===== src/rtl/rxd_pkg.sv =====
package rxd_pkg;
  typedef enum logic [3:0] {
    ST_IDLE, ST_STAT_RQ, ST_STAT_RSP, ST_POLL,
    ST_ADDR_RQ, ST_ADDR_RSP, ST_LEN_RQ, ST_LEN_RSP,
    ST_RECV, ST_DROP, ST_WB_STAT, ST_WB_OWN
  } rxd_state_e;

  localparam int OWN_BIT = 31;
  localparam int SOF_BIT = 30;
  localparam int EOF_BIT = 29;
  localparam int ERR_BIT = 28;

  localparam logic [3:0] WORD_BUF  = 4'h0;
  localparam logic [3:0] WORD_LEN  = 4'h4;
  localparam logic [3:0] WORD_STAT = 4'h8;
endpackage


===== src/rtl/rxd_ring_ptr.sv =====
module rxd_ring_ptr #(
  parameter int AW = 32,
  parameter int IW = 16
) (
  input  logic          clk,
  input  logic          rst_n,
  input  logic          clear,
  input  logic          advance,
  input  logic [AW-5:0] base_hi,
  input  logic [IW-1:0] ring_len,
  output logic [IW-1:0] idx,
  output logic [AW-1:0] entry_addr
);
  localparam int ENTRY_SHIFT = 4;

  logic at_end;
  assign at_end = (ring_len <= IW'(1)) || (idx == ring_len - IW'(1));

  always_ff @(posedge clk) begin
    if (!rst_n || clear)
      idx <= '0;
    else if (advance)
      idx <= at_end ? '0 : idx + IW'(1);
  end

  // each entry spans four 32-bit words
  assign entry_addr = {base_hi, {ENTRY_SHIFT{1'b0}}} + (AW'(idx) << ENTRY_SHIFT);
endmodule


===== src/rtl/rxd_len_rule.sv =====
module rxd_len_rule #(
  parameter int LW        = 16,
  parameter int MAX_FRAME = 1518
) (
  input  logic [LW-1:0] len,
  output logic          ok
);
  localparam logic [LW-1:0] MAX_L = LW'(MAX_FRAME);

  assign ok = (len != '0) && ((len[1:0] == 2'b00) || (len >= MAX_L));
endmodule


===== src/rtl/rxd_poll_timer.sv =====
module rxd_poll_timer #(
  parameter int PW = 8
) (
  input  logic          clk,
  input  logic          rst_n,
  input  logic          load,
  input  logic [PW-1:0] gap,
  output logic          done
);
  logic [PW-1:0] remain;

  always_ff @(posedge clk) begin
    if (!rst_n)
      remain <= '0;
    else if (load)
      remain <= gap;
    else if (remain != '0)
      remain <= remain - PW'(1);
  end

  assign done = (remain == '0) && !load;
endmodule


===== src/rtl/rxd_ring_engine.sv =====
module rxd_ring_engine
  import rxd_pkg::*;
#(
  parameter int AW        = 32,
  parameter int IW        = 16,
  parameter int LW        = 16,
  parameter int MAX_FRAME = 1518,
  parameter int PW        = 8
) (
  input  logic          clk,
  input  logic          rst_n,
  input  logic          ring_en,
  input  logic [AW-1:0] cfg_base,
  input  logic [IW-1:0] cfg_ring_len,
  input  logic [PW-1:0] cfg_poll_gap,
  output logic          base_err,
  output logic          mem_req_valid,
  input  logic          mem_req_ready,
  output logic          mem_req_we,
  output logic [AW-1:0] mem_req_addr,
  output logic [31:0]   mem_req_wdata,
  input  logic          mem_rsp_valid,
  input  logic [31:0]   mem_rsp_data,
  input  logic          rx_valid,
  output logic          rx_ready,
  input  logic [7:0]    rx_data,
  input  logic          rx_last,
  output logic          buf_wr_valid,
  output logic [AW-1:0] buf_wr_addr,
  output logic [7:0]    buf_wr_data
);
  rxd_state_e    state;
  logic [AW-1:0] buf_addr;
  logic [LW-1:0] buf_len;
  logic [LW-1:0] fill;
  logic          sof_q, eof_q, err_q;

  logic [IW-1:0] idx;
  logic [AW-1:0] entry_addr;
  logic          req_fire, rx_fire, advance, len_ok, poll_load, poll_done;
  logic [3:0]    word_ofs;
  logic          buf_full;

  assign base_err = |cfg_base[3:0];
  assign req_fire = mem_req_valid && mem_req_ready;
  assign rx_fire  = rx_valid && rx_ready;
  assign advance  = (state == ST_WB_OWN) && req_fire;
  assign poll_load = (state == ST_STAT_RSP) && mem_rsp_valid && !mem_rsp_data[OWN_BIT];
  assign buf_full = ({1'b0, fill} + {{LW{1'b0}}, 1'b1}) == {1'b0, buf_len};

  rxd_ring_ptr #(.AW(AW), .IW(IW)) u_ptr (
    .clk(clk), .rst_n(rst_n), .clear(!ring_en), .advance(advance),
    .base_hi(cfg_base[AW-1:4]), .ring_len(cfg_ring_len),
    .idx(idx), .entry_addr(entry_addr)
  );

  rxd_len_rule #(.LW(LW), .MAX_FRAME(MAX_FRAME)) u_len (
    .len(mem_rsp_data[LW-1:0]), .ok(len_ok)
  );

  rxd_poll_timer #(.PW(PW)) u_poll (
    .clk(clk), .rst_n(rst_n), .load(poll_load), .gap(cfg_poll_gap), .done(poll_done)
  );

  // request channel decode
  always_comb begin
    mem_req_valid = 1'b0;
    mem_req_we    = 1'b0;
    word_ofs      = WORD_STAT;
    unique case (state)
      ST_STAT_RQ: mem_req_valid = 1'b1;
      ST_ADDR_RQ: begin mem_req_valid = 1'b1; word_ofs = WORD_BUF; end
      ST_LEN_RQ:  begin mem_req_valid = 1'b1; word_ofs = WORD_LEN; end
      ST_WB_STAT, ST_WB_OWN: begin mem_req_valid = 1'b1; mem_req_we = 1'b1; end
      default: ;
    endcase
  end

  assign mem_req_addr = entry_addr + AW'(word_ofs);

  always_comb begin
    mem_req_wdata          = '0;
    mem_req_wdata[LW-1:0]  = fill;
    mem_req_wdata[OWN_BIT] = (state == ST_WB_STAT);
    mem_req_wdata[SOF_BIT] = sof_q;
    mem_req_wdata[EOF_BIT] = eof_q;
    mem_req_wdata[ERR_BIT] = err_q;
  end

  assign rx_ready     = (state == ST_RECV) || (state == ST_DROP);
  assign buf_wr_valid = rx_fire && (state == ST_RECV);
  assign buf_wr_addr  = buf_addr + AW'(fill);
  assign buf_wr_data  = rx_data;

  always_ff @(posedge clk) begin
    if (!rst_n || !ring_en) begin
      state    <= ST_IDLE;
      buf_addr <= '0;
      buf_len  <= '0;
      fill     <= '0;
      sof_q    <= 1'b1;
      eof_q    <= 1'b0;
      err_q    <= 1'b0;
    end else begin
      unique case (state)
        ST_IDLE:     state <= ST_STAT_RQ;
        ST_STAT_RQ:  if (req_fire) state <= ST_STAT_RSP;
        ST_STAT_RSP: if (mem_rsp_valid)
                       state <= mem_rsp_data[OWN_BIT] ? ST_ADDR_RQ : ST_POLL;
        ST_POLL:     if (poll_done) state <= ST_STAT_RQ;
        ST_ADDR_RQ:  if (req_fire) state <= ST_ADDR_RSP;
        ST_ADDR_RSP: if (mem_rsp_valid) begin
                       buf_addr <= AW'(mem_rsp_data);
                       state    <= ST_LEN_RQ;
                     end
        ST_LEN_RQ:   if (req_fire) state <= ST_LEN_RSP;
        ST_LEN_RSP:  if (mem_rsp_valid) begin
                       buf_len <= mem_rsp_data[LW-1:0];
                       fill    <= '0;
                       eof_q   <= 1'b0;
                       if (len_ok) state <= ST_RECV;
                       else begin
                         err_q <= 1'b1;
                         state <= ST_DROP;
                       end
                     end
        ST_RECV:     if (rx_fire) begin
                       fill <= fill + LW'(1);
                       if (rx_last) begin
                         eof_q <= 1'b1;
                         state <= ST_WB_STAT;
                       end else if (buf_full) begin
                         state <= ST_WB_STAT;
                       end
                     end
        ST_DROP:     if (rx_fire && rx_last) begin
                       eof_q <= 1'b1;
                       state <= ST_WB_STAT;
                     end
        ST_WB_STAT:  if (req_fire) state <= ST_WB_OWN;
        ST_WB_OWN:   if (req_fire) begin
                       sof_q <= eof_q;
                       err_q <= 1'b0;
                       state <= ST_STAT_RQ;
                     end
        default:     state <= ST_IDLE;
      endcase
    end
  end
endmodule


===== config.mk =====
export PLATFORM = sky130hd
export DESIGN_NAME = rxd_ring_engine
export DESIGN_NICKNAME = d
export VERILOG_FILES = /design/src/rtl/rxd_pkg.sv /design/src/rtl/rxd_ring_ptr.sv /design/src/rtl/rxd_len_rule.sv /design/src/rtl/rxd_poll_timer.sv /design/src/rtl/rxd_ring_engine.sv
export SDC_FILE = /design/constraint.sdc
export NUM_CORES = 1
export LEC_CHECK = 0
export ABC_AREA = 1
export BUFFER_PORTS_ARGS = -buffer_cell sky130_fd_sc_hd__clkbuf_2
export CORE_AREA = 3 3 131 133
export DETAILED_ROUTE_END_ITERATION = 10
export DIE_AREA = 0 0 134 136
export PLACE_DENSITY = 0.75
export SYNTH_ARGS = -nofsm -noshare
export SYNTH_HDL_FRONTEND = slang
export SYNTH_SLANG_ARGS = --single-unit

===== constraint.sdc =====
create_clock -name clk -period 2.3 [get_ports clk]
set_input_delay 0.23 -clock clk [delete_from_list [all_inputs] [get_ports clk]]
set_output_delay 0.23 -clock clk [all_outputs]
set_load 0.01 [all_outputs]

### After elaboration in Yosys (flattened, before gate mapping)

Cells that the tools add are included.

* logic and storage cells: 116
* output and inout port bits: 109
* bits of input ports: 103
* bits in registers: 95

* multiplexer cells: 34
* eq/ne operators: 27
* $lt $le $gt $ge: 2
* add/sub/neg operators: 8
* reduce and logical (&&, ||, !) cells: 36

Operators by type and width (count)
* $mux W4: 13
* $mux W16: 3
* $pmux W4 S12: 1
* $add A16 B1 Y16 const B: 2
* $add A32 B16 Y32: 1
* $add A32 B20 Y32: 1
* $add A32 B4 Y32: 1
* $pmux W16 S2: 1
* $ne A2 B2 Y1 const B: 11
* $add A16 B1 Y17 const B: 1
* $eq A17 B16 Y1: 1
* $eq A16 B16 Y1: 1
* $eq A4 B3 Y1 const B: 4
* $eq A4 B4 Y1 const B: 4
* $ge A16 B11 Y1 const B: 1
* $le A16 B1 Y1 const B: 1
* $mux W8: 2
* $reduce_bool A16 Y1: 1
* $sub A16 B1 Y16 const B: 1
* $reduce_and A12 Y1: 1
* $mux W1: 10
* $logic_and A1 B1 Y1: 9
* $eq A4 B2 Y1 const B: 2
* $logic_not A8 Y1: 1
* other kinds (22): 33

### Logic depth before layout (Yosys ltp)

* depth after elaboration: 7
* depth in mapped cells: 17
* mapped depth without buffers: 17

### Cells and area by module

A second synthesis with hierarchy kept.

* cells, all modules: 1392
* area total of the unflattened synthesis: 8703.3 sq um

By module, submodules not included
* rxd_ring_engine: area each 5462.7 sq um, cells each 857, times used 1, sequential area each 1421.4 sq um
* rxd_ring_ptr: area each 2533.7 sq um, cells each 421, times used 1, sequential area each 320.3 sq um
* rxd_poll_timer: area each 581.8 sq um, cells each 87, times used 1, sequential area each 160.2 sq um
* rxd_len_rule: area each 125.1 sq um, cells each 27, times used 1, sequential area each 0.0 sq um

### Least setup slack after synthesis

No wires, ideal clock.

* kind: flip-flop to output port
* start point: register u_ptr.idx[0]
* end point: output mem_req_addr[22]
* path buffers: 0
* data required time: 2.070 ns
* data arrival time: 2.317 ns
* stages on the path, launching flop included: 12
* setup slack: -0.247 ns
* cells stage by stage: dfxtp_1 > ha_1 > inv_1 > fa_1 > nand3b_1 > nand2_1 > a21oi_1 > o21ai_1 > a21oi_1 > o21ai_1 > nand3_1 > xnor2_1

* cells in the longest elaborated chain, start to end: 2

RTL lines
* from (decl): line rxd_ring_ptr.sv:11 `output logic [IW-1:0] idx,`
* from (signal assigned): line rxd_ring_ptr.sv:23 `idx <= at_end ? '0 : idx + IW'(1);`
* $add A32 B20 Y32: line rxd_ring_ptr.sv:27 `assign entry_addr = {base_hi, {ENTRY_SHIFT{1'b0}}} + (AW'(idx) << ENTRY_SHIFT);`
* $add A32 B4 Y32: line rxd_ring_engine.sv:79 `assign mem_req_addr = entry_addr + AW'(word_ofs);`
* to (decl): line rxd_ring_engine.sv:20 `output logic [AW-1:0] mem_req_addr,`

No other way between the ends.

### Final worst setup path

* start point: register u_ptr.idx[0]
* end point: output mem_req_addr[28]

The elaborated chain is that of the path after synthesis.

==> reports/metrics.cfg <==
[run_status]
status = complete, but fails checks
violations = setup timing

[yosys]
synthTopCellsByArea = dfxtp_1 (24%), nand2_1 (13%), a21oi_1 (7.0%)
yosys_warnings = 0
syn_area_um2 = 7830
synth_top_family_by_area = simple AND/OR/NAND/NOR gates
synth_top_cell_area_share = 0.243
synthFlopType = dfxtp_1
synth_compound_area_frac = 0.140
yosys.area_share.simple = 0.346
synthAdderAreaFrac = 0.0642
synth-async-reset-ratio = 0
synth-xor-area-share = 0.106
yosysTopAreaCell = dfxtp_1
ys_ff_latch = 95
avgSynthCellArea_um2 = 6.55
synth_edf_count = 0
synth.mux.area_fraction = 0
seq_area_frac_synth = 0.243
synth_cells = 1196
synth.distinct_cells = 51

[clock_tree]
cts_hold_buf = 0
cts_sinks = 95
clk_pin_slew_ps = 70
numCtsBuffers = 9
cts_tree = done
cts_htree_levels = 3
cts_max_path_buffers = 2
cts_root_buffer = clkbuf_16
insertion_delay_ps = 340

[finish]
n_antenna_cell = 0
fin_area_um2 = 11100
mostFrequentLayoutCell = nand2_1
most-common-layout-cells = nand2_1 (246), clkbuf_2 (138), inv_1 (116), nor2_1 (106), a21oi_1 (85)
final_nets = 1600
syn_to_final_growth_pct = 42.0
drive_above_1_share = 0.375
fillCellCount = 1260

[hold_path]
holdPathStages = 3
holdCritStartpoint = cfg_poll_gap[3]
worstHoldEndpoint = u_poll.remain[3]
hp-class = input pin to register

[worst_setup_path]
worstPathRequired_ps = 2070
slowest_stage = dfxtp_2
r2r_cells = 16
crit_path_end_kind = output pin
r2r_end = state[3]
worstPathCellList = ha_4 > inv_2 > fa_2 > nand3b_1 > nand2_2 > a21oi_2 > o21ai_2 > a21oi_2 > o21ai_4 > nand3_2 > xnor2_2 > buf_2
max_stage_delay_ps = 350
critPathArrivalTime_ps = 2590
crit_family = compound AO/OA/AOI/OAI gates
crit_type = register to output pin
r2r-start = fill[1]
crit_fanout = 6
ff2ff_setup_slack_ps = 60
start_kind = register
cp_common_cell = a21oi_2
path_buf_inv = 2

[routing]
vias = 9043
dr.pass1.iters = 5
drc = 0
ant_nets = 0
dr.first_iter.drc_count = 534
avgViaCountPerCell = 5.39
wl_mm = 27.1
avgRoutedWirePerCell_um = 16.1

[timing]
setup_viol = 42
fin_crit_sh = 1.23
fmax_ghz = 0.354
worst_slack_ps = -522
hold_viol_final = 0
fin_crit_ps = 2820
final-max-slew-violation-count = 0
rsz0062_at_grt = true
tightest_slew_ps = 731
slew_headroom = 0.512
finClkSkew_ps = 7.88
hold_ws_ps = 119

[grt]
grt_pass1_vias = 8527
grt.total_usage = 0.271
grt.overflow.total = 0
grt_max_degree = 44
antenna_found_initial = 0
grt_pass1_wl_mm = 40.7

[power_and_ir_drop]
p_per_area_nw_per_um2 = 449
power.leakage_uw = 0.00493
ir_drop_v = 0.000742

[floorplanning]
core_um2 = 15900
rows = 46
fp.dieW_um = 134
die-area_um2 = 18200
start_util = 0.491
io_pins = 212
fp.dieH_um = 136

[placement]
placed_area_um2 = 9430
post-dp-hpwl_mm = 18.9
port-buffer-count = 181
place_congestion = 0.923

[job]
max-cap-violations = 0

## worst max path at each step
| stage | startpoint | end | slack, ps | cells past startpoint |
|---|---|---|---|---|
| detailed placement | cfg_base[4] | mem_req_addr[28] | -160 | 13 |
| finish | u_ptr.idx[0] | mem_req_addr[28] | -520 | 12 |
| global route | u_ptr.idx[0] | mem_req_addr[22] | -630 | 12 |
| CTS | u_ptr.idx[0] | mem_req_addr[28] | -420 | 12 |
| floorplan | fill[0] | buf_wr_addr[28] | 20 | 12 |
| global placement | cfg_base[4] | mem_req_addr[28] | -130 | 13 |
## where the power goes
group          leakage [uW]  internal, uW  total [uW]  switching [uW]
logic               0.00400           622        1600             974
clock network      0.000149           875        1550             673
registers          0.000784          1750        1850             100
## area by class of cell
cell class,instances,area [um2],share of cell area
multi-input combinational,936,6330,0.569
sequential,95,1950,0.175
timing repair buffer,284,1770,0.159
inverter,132,503,0.0452
tap,216,270,0.0243
clock buffer,11,243,0.0218
clock inverter,5,57.6,0.00517
## timing repair
action / in CTS / in global routing
setup buffers: 21 / 17
setup endpoints to repair: 51 / 53
endpoints found under the hold margin: 0 / 0
gates resized for setup: 130 / 176
pin swaps: 55 / 71
## cell families (layout without fill, tap and decap cells)
logic type               after synthesis  in the layout
AND/OR/NAND/NOR                      588            588
XOR/XNOR                              91             91
adder cells (fa/ha/maj)               39             39
flip-flops                            95             95
other                                  1             14
buffers and inverters                178            432
AO/OA/AOI/OAI                        204            204
## worst min-delay path, stage by stage
cell and delay, ps:
clkbuf_2 80, nand2_1 50, a211oi_1 50
## routing by layer
| layer | up-vias | global-route usage | routed length [um] |
|---|---|---|---|
| met4 | 0 | 0.105 | 1040 |
| met1 | 4175 | 0.332 | 10700 |
| met3 | 88 | 0.0470 | 2070 |
| li1 | 4396 | - | - |
| met2 | 384 | 0.475 | 13200 |
| met5 | - | 0 | 0 |
## stage by stage
step                       util  power (uW)  worst slack, ps  TNS, ps  std cells
after floorplan               -        2950             18.9        0       1209
after global placement    0.592        3330             -127     -740       1637
after detailed placement  0.592        3350             -162    -1410       1637
after CTS                 0.660        4920             -419    -6840       1670
after global routing      0.698        5270             -626   -12140       1679
final                     0.698        4990             -522    -7860       1679
## synthesized netlist by cell type, types with 12 or more instances
cell	instances
xor2_1	57
buf_4	25
a21oi_1	109
ha_1	37
o21ai_0	56
clkbuf_1	17
nor2_2	12
dfxtp_1	95
inv_1	126
nor3_1	22
xnor2_1	31
nand3_1	92
nor2_1	118
nand4_1	13
nor2_4	14
nand2_1	277
## registers in the layout, indices dropped and copies added, names as in the netlist
name	cells
err_q	1
buf_len	16
u_ptr.idx	16
u_poll.remain	8
sof_q	1
buf_addr	32
fill	16
eof_q	1
state	4
No activity file was read; power rests on OpenSTA's default activity.
